$ cat config.mk
export PLATFORM = sky130hd
export DESIGN_NAME = retention_recover
export DESIGN_NICKNAME = d
export VERILOG_FILES = /design/src/rtl/rfr_pkg.sv /design/src/rtl/rfr_seq.sv /design/src/rtl/rfr_cellpath.sv /design/src/rtl/rfr_tally.sv /design/src/rtl/retention_recover.sv
export SDC_FILE = /design/constraint.sdc
export NUM_CORES = 1
export LEC_CHECK = 0
export BUFFER_PORTS_ARGS = -buffer_cell sky130_fd_sc_hd__buf_2
export CAP_MARGIN = 20
export CELL_PAD_IN_SITES_DETAIL_PLACEMENT = 0
export CELL_PAD_IN_SITES_GLOBAL_PLACEMENT = 1
export CORE_MARGIN = 2
export CORE_UTILIZATION = 42
export DETAILED_ROUTE_END_ITERATION = 7
export GPL_TIMING_DRIVEN = 0
export PLACE_DENSITY = 0.9
export REMOVE_ABC_BUFFERS = 1
export SYNTH_ARGS = -nofsm -noshare
export SYNTH_HDL_FRONTEND = slang
export SYNTH_SLANG_ARGS = --single-unit
$ cat constraint.sdc
create_clock -name clk -period 2.2 [get_ports clk]
set_input_delay 0.11 -clock clk [delete_from_list [all_inputs] [get_ports clk]]
set_output_delay 0.11 -clock clk [all_outputs]
set_load 0.02 [all_outputs]
$ cat src/rtl/rfr_pkg.sv
package rfr_pkg;

    typedef enum logic [1:0] {
        CELL_LOW   = 2'd0,
        CELL_HIGH  = 2'd1,
        CELL_RISKY = 2'd2,
        CELL_BAD   = 2'd3
    } cell_kind_e;

    typedef struct packed {
        logic lo;
        logic mid;
        logic hi;
        logic late;
    } sense_t;

    typedef struct packed {
        logic bit_out;
        logic flipped;
        logic illegal;
    } verdict_t;

    function automatic cell_kind_e classify(input sense_t s);
        unique case ({s.lo, s.mid, s.hi})
            3'b000:  return CELL_LOW;
            3'b111:  return CELL_HIGH;
            3'b100,
            3'b110:  return CELL_RISKY;
            default: return CELL_BAD;
        endcase
    endfunction

    function automatic verdict_t decide(input sense_t s);
        verdict_t v;
        v.bit_out = s.mid;
        v.flipped = 1'b0;
        v.illegal = 1'b0;
        unique case (classify(s))
            CELL_RISKY: begin
                if (!s.late) begin
                    v.bit_out = 1'b1;
                    v.flipped = ~s.mid;
                end
            end
            CELL_BAD: v.illegal = 1'b1;
            default: ;
        endcase
        return v;
    endfunction

endpackage

$ cat src/rtl/rfr_seq.sv
module rfr_seq #(
    parameter int PAGE_BITS = 16384
) (
    input  logic clk,
    input  logic rst,
    input  logic fail_start,
    input  logic in_valid,
    output logic accept,
    output logic clear,
    output logic last
);
    localparam int IW = (PAGE_BITS > 1) ? $clog2(PAGE_BITS) : 1;
    localparam logic [IW-1:0] LAST_IDX = IW'(PAGE_BITS - 1);

    typedef enum logic {ST_IDLE, ST_RUN} seq_state_e;

    seq_state_e    state;
    logic [IW-1:0] idx;

    assign accept = (state == ST_RUN) && in_valid;
    assign clear  = (state == ST_IDLE) && fail_start;
    assign last   = accept && (idx == LAST_IDX);

    always_ff @(posedge clk) begin
        if (rst) begin
            state <= ST_IDLE;
            idx   <= '0;
        end else begin
            unique case (state)
                ST_IDLE: begin
                    if (fail_start) begin
                        state <= ST_RUN;
                        idx   <= '0;
                    end
                end
                ST_RUN: begin
                    if (accept) begin
                        if (last) begin
                            state <= ST_IDLE;
                            idx   <= '0;
                        end else begin
                            idx <= idx + 1'b1;
                        end
                    end
                end
                default: state <= ST_IDLE;
            endcase
        end
    end

    assert_page_ends_R8: assert property (@(posedge clk) disable iff (rst)
        last |=> (state == ST_IDLE));

    assert_start_ignored_R9: assert property (@(posedge clk) disable iff (rst)
        (state == ST_RUN && fail_start && !last) |=> (state == ST_RUN));

endmodule

$ cat src/rtl/rfr_cellpath.sv
module rfr_cellpath
    import rfr_pkg::*;
(
    input  logic     clk,
    input  logic     rst,
    input  logic     accept,
    input  logic     last,
    input  sense_t   sense,
    output logic     flip_evt,
    output logic     bad_evt,
    output logic     out_valid,
    output logic     out_bit,
    output logic     page_done
);
    verdict_t verdict;

    always_comb begin
        verdict  = decide(sense);
        flip_evt = accept && verdict.flipped;
        bad_evt  = accept && verdict.illegal;
    end

    always_ff @(posedge clk) begin
        if (rst) begin
            out_valid <= 1'b0;
            out_bit   <= 1'b0;
            page_done <= 1'b0;
        end else begin
            out_valid <= accept;
            page_done <= last;
            if (accept) out_bit <= verdict.bit_out;
        end
    end

    assert_out_follows_R7: assert property (@(posedge clk) disable iff (rst)
        out_valid |-> $past(accept));

    assert_done_with_bit_R8: assert property (@(posedge clk) disable iff (rst)
        page_done |-> out_valid);

    assert_flip_upward_R5: assert property (@(posedge clk) disable iff (rst)
        flip_evt |=> (out_valid && out_bit));

    assert_bad_passthru_R6: assert property (@(posedge clk) disable iff (rst)
        bad_evt |=> (out_bit == $past(sense.mid)));

endmodule

$ cat src/rtl/rfr_tally.sv
module rfr_tally #(
    parameter int CW    = 15,
    parameter int ERR_W = 8
) (
    input  logic             clk,
    input  logic             rst,
    input  logic             clear,
    input  logic             flip_evt,
    input  logic             bad_evt,
    output logic [CW-1:0]    flip_count,
    output logic [ERR_W-1:0] illegal_count
);
    localparam logic [ERR_W-1:0] ERR_MAX = '1;

    always_ff @(posedge clk) begin
        if (rst || clear) begin
            flip_count    <= '0;
            illegal_count <= '0;
        end else begin
            if (flip_evt) flip_count <= flip_count + 1'b1;
            if (bad_evt && illegal_count != ERR_MAX)
                illegal_count <= illegal_count + 1'b1;
        end
    end

    assert_err_saturates_R6: assert property (@(posedge clk) disable iff (rst)
        (illegal_count == ERR_MAX && !clear) |=> (illegal_count == ERR_MAX));

    assert_flip_monotonic_R5: assert property (@(posedge clk) disable iff (rst)
        (!clear && !flip_evt) |=> $stable(flip_count));

endmodule

$ cat src/rtl/retention_recover.sv
module retention_recover
    import rfr_pkg::*;
#(
    parameter int PAGE_BITS = 16384,
    parameter int ERR_W     = 8,
    localparam int CW       = $clog2(PAGE_BITS + 1)
) (
    input  logic             clk,
    input  logic             rst,
    input  logic             fail_start,
    input  logic             in_valid,
    input  logic             rd_low,
    input  logic             rd_mid,
    input  logic             rd_high,
    input  logic             rd_late,
    output logic             out_valid,
    output logic             out_bit,
    output logic             page_done,
    output logic [CW-1:0]    flip_count,
    output logic [ERR_W-1:0] illegal_count
);
    logic   accept, clear, last;
    logic   flip_evt, bad_evt;
    sense_t sense;

    assign sense = '{lo: rd_low, mid: rd_mid, hi: rd_high, late: rd_late};

    rfr_seq #(.PAGE_BITS(PAGE_BITS)) u_seq (
        .clk(clk), .rst(rst), .fail_start(fail_start), .in_valid(in_valid),
        .accept(accept), .clear(clear), .last(last)
    );

    rfr_cellpath u_path (
        .clk(clk), .rst(rst), .accept(accept), .last(last), .sense(sense),
        .flip_evt(flip_evt), .bad_evt(bad_evt),
        .out_valid(out_valid), .out_bit(out_bit), .page_done(page_done)
    );

    rfr_tally #(.CW(CW), .ERR_W(ERR_W)) u_tally (
        .clk(clk), .rst(rst), .clear(clear),
        .flip_evt(flip_evt), .bad_evt(bad_evt),
        .flip_count(flip_count), .illegal_count(illegal_count)
    );

    assert_idle_quiet_R1: assert property (@(posedge clk) disable iff (rst)
        (!accept && !clear) |=> (!out_valid && $stable(flip_count) && $stable(illegal_count)));

endmodule

Yosys cells after proc, flatten, opt, wreduce, memory -nomap -nowiden
Index checks and enable logic that the tools add are counted.
{"block": "word_totals", "reg_bits": 41, "input_bits": 8, "output_inout_bits": 26, "wordCells": 43}
{"block": "op_classes", "add_sub_neg": 3, "eq_ne": 9, "muxes": 12, "bitwise_logic": 2, "n_reduce_logical": 10}
{"operator": "2-to-1 mux 14 bit", "count": 3}
{"operator": "one-hot mux 14 bit (2 select lines)", "count": 1}
{"operator": "adder 15 x 1 -> 15 bit (second input constant)", "count": 1}
{"operator": "adder 14 x 1 -> 14 bit (second input constant)", "count": 1}
{"operator": "equality test 14 bit (second input constant)", "count": 1}
{"operator": "equality test 3 bit (second input constant)", "count": 3}
{"operator": "adder 8 x 1 -> 8 bit (second input constant)", "count": 1}
{"operator": "inequality test 8 bit (second input constant)", "count": 1}
{"operator": "logical AND 1 bit", "count": 6}
{"operator": "one-hot mux 2 bit (3 select lines)", "count": 1}
{"operator": "equality test 2 bit (second input constant)", "count": 2}
{"operator": "2-to-1 mux 1 bit", "count": 4}
{"operator": "2-to-1 mux 2 bit", "count": 2}
{"operator": "zero test 3 bit", "count": 1}
{"operator": "inequality test 2 x 1 -> 1 bit (second input constant)", "count": 1}
{"operator": "inequality test 2 bit (second input constant)", "count": 1}
{"operator": "NOT 1 bit", "count": 2}
{"operator": "one-hot mux 1 bit (2 select lines)", "count": 1}
{"operator": "AND reduction 2 bit", "count": 1}
{"operator": "OR reduction 2 bit", "count": 1}
{"operator": "logical OR 1 bit", "count": 1}

Depth between registers and ports, before layout
Gate-level depths: netlist of the first run.
{"block": "depth", "word_depth": 7, "mapped_depth": 6, "depth_no_buf": 5}

Modules after synthesis
A second synthesis of the first run with hierarchy kept.
{"block": "hier_totals", "cells_unflattened": 226, "hier_area_um2": 2009.4}
{"module": "rfr_tally", "n_inst": 1, "cells_per_inst": 123, "area_each_um2": 1107.3, "seq_area_each_um2": 460.4}
{"module": "rfr_seq", "n_inst": 1, "cells_per_inst": 91, "area_each_um2": 783.3, "seq_area_each_um2": 300.3}
{"module": "rfr_cellpath", "n_inst": 1, "cells_per_inst": 12, "area_each_um2": 118.9, "seq_area_each_um2": 60.1}

Worst setup path before layout of the first run
OpenSTA, ideal clock, no wires.
{"block": "synth_path", "path_kind": "flip-flop to flip-flop", "start": "register u_tally.illegal_count[0]", "end": "register u_tally.illegal_count[3]", "setup_time_ps": 70, "t_arrival_ps": 1664, "required_ps": 2130, "slack_ps": 466, "stages_incl_launch_ff": 7, "n_path_buf": 1, "period_less_slack_ps": 1734, "path_cell_list": "dfxtp_1 ha_1 and3_1 and2_1 clkbuf_1 or4_1 a21oi_1"}
{"block": "synth_via", "elab_chain_len": 2, "word_cells_on_any_way": 3, "cone_classes": "1 x add/sub; 1 x eq/ne; 1 x reduce/logical"}
{"element": "start, declared", "line": "rfr_tally.sv:11", "source": "output logic [ERR_W-1:0] illegal_count"}
{"element": "start signal, assigned", "line": "rfr_tally.sv:22", "source": "illegal_count <= illegal_count + 1'b1;"}
{"element": "parallel branches: the longest is 2 deep, another holds adder 8 x 1 -> 8 bit"}
Several ways; the timed one is not identified.
A chain may end at the register's enable or synchronous reset.

Worst setup path in the final report of the first run
{"block": "layout_path", "start": "register u_seq.state", "end": "register u_seq.idx[1]"}
{"block": "layout_via", "elab_chain_len": 5, "word_cells_on_any_way": 9, "cone_classes": "2 x eq/ne; 3 x mux; 1 x bitwise; 3 x reduce/logical"}
{"element": "start, declared", "line": "rfr_seq.sv:17", "source": "seq_state_e state;"}
{"element": "start signal, assigned", "line": "rfr_seq.sv:26", "source": "state <= ST_IDLE;"}
{"element": "start signal, assigned", "line": "rfr_seq.sv:32", "source": "state <= ST_RUN;"}
{"element": "start signal, assigned", "line": "rfr_seq.sv:39", "source": "state <= ST_IDLE;"}
{"element": "logical AND 1 bit", "line": "rfr_seq.sv:20", "source": "assign accept = (state == ST_RUN) && in_valid;"}
{"element": "logical AND 1 bit", "line": "rfr_seq.sv:22", "source": "assign last = accept && (idx == LAST_IDX);"}
{"element": "2-to-1 mux 14 bit", "line": "rfr_seq.sv:38", "source": "if (last) begin"}
{"element": "2-to-1 mux 14 bit", "line": "rfr_seq.sv:37", "source": "if (accept) begin"}
{"element": "one-hot mux 14 bit (2 select lines)", "line": "rfr_seq.sv:29", "source": "unique case (state)"}
{"element": "end signal, assigned", "line": "rfr_seq.sv:42", "source": "idx <= idx + 1'b1;"}
{"element": "end, declared", "line": "rfr_seq.sv:18", "source": "logic [IW-1:0] idx;"}
Parallel ways exist; a longest one is shown, timed or not. The select of a mux whose other input is x is not followed.

==> flow_summary.ini, run 1 <==
[setup_path]
cp.required_ps = 2420
cp-start-kind = flip-flop
max_stage_delay_ps = 460
cp-end-kind = flip-flop
slowest_stage = dfxtp_1
worstPathMaxFanout = 20
path_cells = and2b_2 > or2_2 > a41o_1 > a21oi_1
critPathArrivalTime_ps = 2080
path_class = reg -> reg

[timing]
worst_slew_pin_slew_ps = 748
fin_crit_ps = 1860
rsz0062_at_grt = no
setup_tns_ps = 0
maxSlewHeadroom_pct = 48.7
hold_violations = 0
fin_skew_ps = 6.59
fmax_ghz = 0.537
setup_viol = 0
finalCritPeriodShare_pct = 84.7
slew_viol_final = 0

[cells_and_area]
multi_input_area_um2 = 1130
diodes = 0
syn_to_final_growth_pct = 13.0
final-seq-area_um2 = 821
fin_nets = 270
post-route-util_pct = 48.7
drive_above_1_share_pct = 18.5
fill_cells = 473

[min_path]
worstHoldPathType = in -> reg

[floorplan]
die_h_um = 73.2
core-area_um2 = 4660
die_w_um = 73.2
die_area_um2 = 5350
start_util_pct = 43.1
std_cell_rows = 25
pin_count = 34

[place]
dp_hpwl_mm = 2.89
finalWeightedCongestion = 0.810
port-buffer-count = 33

[clock_tree]
cts_setup_buffers = 0
path_clk_slew_ps = 80
cts_tree = built
clkSinkCount = 41
ctsHoldBuffers = 0
cts_buffers = 5
cts_resized = 0
htreeDepth = 2
clock_latency_ps = 290
ctsLongestPathBuffers = 2
cts_root_buffer = clkbuf_8

[power]
power_leakage_nw = 0.810
powerDensity_nw_per_um2 = 574
peakVddDrop_mv = 0.386

[routing]
ant_nets = 0
wl_per_cell_um = 12.7
vias = 1722
drc = 0
via_per_inst = 5.48
routed_wl_mm = 3.98
drtPass1Iterations = 4
initialDrtViolationCount = 86

[global_route]
antenna_found_initial = 0
grt_pass1_wl_mm = 6.68
track_usage_pct = 15.8
grt_max_degree = 21
grt_pass1_vias = 1505
overflow = 0

[job]
cap_violations = 0

[synth]
synth_ff_type = dfxtp_1
synth_seq_area_share_pct = 40.8
synth_warnings = 0
synthCells = 227
ys_ff_latch = 41
synth.avg_cell_area_um2 = 8.85
synth.cell_area_um2 = 2010
async_reset_ff_share_pct = 0
synth_edf_count = 0
yosysUniqueCellTypes = 44

[status]
status = finished, final reports clean
area by class of cell:
type                       instances  share of cell area (%)
multi-input combinational        176                    49.8
tap                               54                    2.98
timing repair buffer              33                    7.27
clock buffer                       8                    3.53
sequential                        41                    36.1
inverter                           2                   0.331
sequential cells by signal, summed over array words and instances (netlist names):
signal / count
u_seq.idx: 14
u_path.out_bit: 1
u_tally.illegal_count: 8
u_path.page_done: 1
u_tally.flip_count: 15
u_seq.state: 1
u_path.out_valid: 1
cells in the mapped netlist (all sizes together), types with 3 or more instances:
master | n | area, um2
dfxtp | 41 | 821
nor2 | 27 | 101
nand2 | 20 | 75.1
a21oi | 13 | 65.1
xnor2 | 13 | 114
nand3 | 11 | 55.1
nand4 | 10 | 77.6
nor4 | 9 | 62.6
or4 | 9 | 67.6
o31ai | 8 | 60.1
buf | 6 | 43.8
or3 | 6 | 37.5
mux2i | 5 | 50.1
nor3 | 5 | 25.0
and3 | 4 | 25.0
xor2 | 4 | 35.0
and2 | 3 | 18.8
ha | 3 | 37.5
o21ai | 3 | 15.0
path summary, 6_finish.rpt:
check	startpoint	to	slack, ps	depth (start not counted)
max	u_seq.state	u_seq.idx[1]	340	4
min	rst	u_seq.idx[12]	100	2
max reg2reg	u_seq.state	u_seq.idx[1]	340	4
min reg2reg	u_tally.flip_count[14]	u_tally.flip_count[14]	480	2
cell families after synthesis:
kind of cell / synth area share [%]
compound gates: 10.2
fa+ha+maj: 1.87
simple gates: 33.7
mux: 3.05
flops: 40.8
buf+inv: 2.93
xor+xnor: 7.41
worst max-delay path, delay by kind of cell (launching register included):
kind / cells / cell delay (ps)
AO/OA/AOI/OAI: 2 / 600
flip-flops: 1 / 460
AND/OR/NAND/NOR: 2 / 730
power by group:
group | leakage, nW | internal (W) | total [W] | switching (W)
registers | 0.331 | 0.000748 | 0.000755 | 0.00000706
clock network | 0.0395 | 0.000226 | 0.000471 | 0.000246
logic | 0.440 | 0.0000276 | 0.0000784 | 0.0000508
total | 0.810 | 0.00100 | 0.00130 | 0.000303
per-stage QoR:
step	instances	power, W	worst slack [ps]	area (um2)	hold WS (ps)
3_5_place_dp	306	0.000852	328	2190	410
3_3_place_gp	306	0.000852	338	2190	413
5_1_grt	314	0.00136	145	2270	118
6_report	314	0.00130	337	2270	104
4_1_cts	314	0.00132	296	2270	88.5
2_1_floorplan	219	0.000821	545	1960	179
layer usage:
metal / vias up / GRT usage (%) / part of all wire [%]
met5: - / 0 / 0
met4: 0 / 6.17 / 1.4
met3: 6 / 4.56 / 4.3
met2: 24 / 25.0 / 46
met1: 788 / 20.2 / 48
li1: 904 / - / -
cells in the final DEF, fill, tap and decap left out, types with 5 or more instances in the layout:
master / n
a21oi_1: 13
buf_2: 33
clkbuf_8: 5
dfxtp_1: 41
mux2i_1: 5
nand2_1: 20
nand3_1: 11
nand4_1: 9
nor2_1: 27
nor3_1: 5
nor4_1: 8
o31ai_1: 8
or3_1: 6
or4_1: 9
xnor2_1: 13
Power figures use the tool's default switching activity.
==> run 2, diff against run 1 <==
ABC_AREA = 1   (was not set)
CORE_UTILIZATION = 39   (was 42)
PLACE_DENSITY = 0.89   (was 0.9)
clock period = 2 ns   (was 2.2 ns; I/O delays follow)
==> run 2 against run 1 <==
  * Sequential share of layout area down 3.4 points
  * Global-route usage decreased by 0.092 points
  * Non-clock buffer count grew 1
  * Power increased by 17%
  * Die area up 15%
  * Critical path type is now in -> reg
  * Largest cell class unchanged
==> flow_summary.ini, run 2 <==
[setup_path]
r2r_end = u_tally.flip_count[4]
cp.required_ps = 2230
slowest_stage = dlygate4sd3_1
crit_family = buffers and inverters
cp_num_buf_inv = 4
max_stage_delay_ps = 530
path_cells = dlygate4sd3_1 > buf_2 > inv_1 > nand2_1 > inv_1 > o21ai_0 > a21oi_1
cp-start-kind = input pin
rrSetupSlack_ps = 300
critPathArrivalTime_ps = 1940
path_class = in -> reg
worstPathMaxFanout = 12
reg2reg_depth = 6
cp-end-kind = flip-flop
reg2reg_from = u_seq.state
path_common_cell = inv_1

[timing]
worst_slew_pin_slew_ps = 478
slew_viol_final = 0
fmax_ghz = 0.584
rsz0062_at_grt = no
fin_skew_ps = 12.0
hold_violations = 0
setup_viol = 0
finalCritPeriodShare_pct = 85.6
setup_tns_ps = 0
fin_crit_ps = 1710
whs_ps = 108
maxSlewHeadroom_pct = 68.0

[global_route]
grt_max_degree = 14
overflow = 0
grt_pass1_vias = 1809
track_usage_pct = 15.7
antenna_found_initial = 0
grt_pass1_wl_mm = 7.82

[synth]
synth_area_leader_cell = dfxtp_1
synth_warnings = 0
synth.avg_cell_area_um2 = 6.64
synth_seq_area_share_pct = 37.9
async_reset_ff_share_pct = 0
synth_edf_count = 0
synthTopCellsByCount = nand2_1, inv_1, nor2_1, dfxtp_1, nand3_1
synth.cell_area_um2 = 2160
synth.most_common_cell = nand2_1
synthCells = 326
ys_top_cells_by_area = dfxtp_1, nand2_1, inv_1
yosysTopAreaCellShare_pct = 37.9
synth_ff_type = dfxtp_1
yosysUniqueCellTypes = 26
ys_ff_latch = 41

[power]
peakVddDrop_mv = 0.300
swShare_pct = 23.4
power_leakage_nw = 1.10
comb_power_share_pct = 6.2
p_seq_share_pct = 54.7
powerDensity_nw_per_um2 = 606
pwr-share-clk_pct = 39.0
p_switching_w = 0.000356
p_int_w = 0.00116

[min_path]
worstHoldPathType = in -> reg
holdCritStartpoint = in_valid
hold_end = u_path.out_valid
min_delay_path_depth = 3

[place]
dp_hpwl_mm = 3.34
port-buffer-count = 33
finalWeightedCongestion = 0.834

[floorplan]
std_cell_rows = 27
start_util_pct = 39.8
die_w_um = 78.5
core-area_um2 = 5440
pin_count = 34
die_h_um = 78.5
die_area_um2 = 6160

[cells_and_area]
post-route-util_pct = 46.1
drive_above_1_share_pct = 15.6
top_regs = u_tally.flip_count: 15 flops, u_seq.idx: 14 flops, u_tally.illegal_count: 8 flops
final-seq-area_um2 = 821
diodes = 0
fin_nets = 375
fill_cells = 564
most-common-layout-cells = nand2_1, inv_1, nor2_1
largest_reg_flops = 15
syn_to_final_growth_pct = 16.0
layout_commonest_cell = nand2_1
multi_input_area_um2 = 1130
largest_register = u_tally.flip_count

[clock_tree]
clock_latency_ps = 290
cts_tree = built
cts_root_buffer = clkbuf_8
ctsHoldBuffers = 1
cts_setup_buffers = 0
path_clk_slew_ps = 80
cts_resized = 0
ctsLongestPathBuffers = 2
htreeDepth = 2
cts_buffers = 5
clkSinkCount = 41

[routing]
drc = 0
wl_per_cell_um = 10.3
via_per_inst = 4.60
ant_nets = 0
initialDrtViolationCount = 63
drtPass1Iterations = 4
vias = 2011
routed_wl_mm = 4.50

[status]
status = finished, final reports clean

[job]
cap_violations = 0
[run 2: cell count changes after synthesis, moves of 6 or more]
| cell | previous run | this run |
|---|---|---|
| nor4_1 | 8 | 1 |
| o21ai_0 | 3 | 11 |
| or4_1 | 9 | 0 |
| inv_1 | 2 | 49 |
| xnor2_1 | 13 | 2 |
| xor2_1 | 4 | 10 |
| nand3_1 | 11 | 17 |
| nand2_1 | 20 | 91 |
| nor2_1 | 27 | 49 |
| o31ai_1 | 8 | 0 |
| or3_1 | 6 | 0 |
[run 2: worst reg2reg max path: cells and delay by family (launching register included)]
kind                   cells  cell delay [ps]
AND/OR/NAND/NOR            2              450
AO/OA/AOI/OAI              2              300
flip-flops                 1              400
buffers and inverters      2              490
[run 2: layer usage]
metal / vias to the layer above / wire, um / global-route usage (%)
li1: 1090 / - / -
met5: - / 0 / 0
met2: 37 / 1990 / 25.3
met1: 877 / 2260 / 20.1
met3: 7 / 171 / 4.37
met4: 0 / 76 / 5.79
[run 2: power groups by stage]
stage	Combinational [W]	Sequential, W	Clock (W)
after floorplan	0.0000577	0.000854	0
after global routing	0.000108	0.000833	0.000654
after global placement	0.0000937	0.000851	0
after CTS	0.0000961	0.000832	0.000623
final	0.0000947	0.000832	0.000594
after detailed placement	0.0000940	0.000852	0
[run 2: through the flow]
step	setup WS (ps)	instances	power (W)	cell area, um2
floorplan	473	323	0.000912	2140
global placement	265	428	0.000945	2400
detailed placement	283	428	0.000945	2400
CTS	262	437	0.00155	2510
global route	85.5	437	0.00160	2510
finish	288	437	0.00152	2510
[run 2: worst max-delay path by stage]
stage,to,cells after the start,start,slack [ps]
2_1_floorplan,u_tally.flip_count[12],8,u_tally.flip_count[0],470
3_3_place_gp,u_tally.flip_count[4],6,u_seq.state,260
3_5_place_dp,u_tally.flip_count[4],6,u_seq.state,280
4_1_cts,u_tally.flip_count[4],6,u_seq.state,260
5_1_grt,u_tally.flip_count[1],6,u_seq.state,90
6_report,u_tally.flip_count[4],7,rst,290
[run 2: logic make-up (layout without fill, tap and decap cells)]
group / Yosys count / in the layout / synth area share [%]
fa+ha+maj: 3 / 3 / 1.74
flops: 41 / 41 / 37.9
buf+inv: 53 / 92 / 9.60
compound gates: 28 / 28 / 6.59
simple gates: 189 / 189 / 39.3
xor+xnor: 12 / 12 / 4.86
[run 2: layout make-up]
type,instances,area share [%]
flip-flops and latches,41,32.7
clock inverters,1,0.199
inverters,50,7.48
clock buffers,7,3.84
repair buffers,34,6.98
multi-input cells,232,45.2
well taps,72,3.59
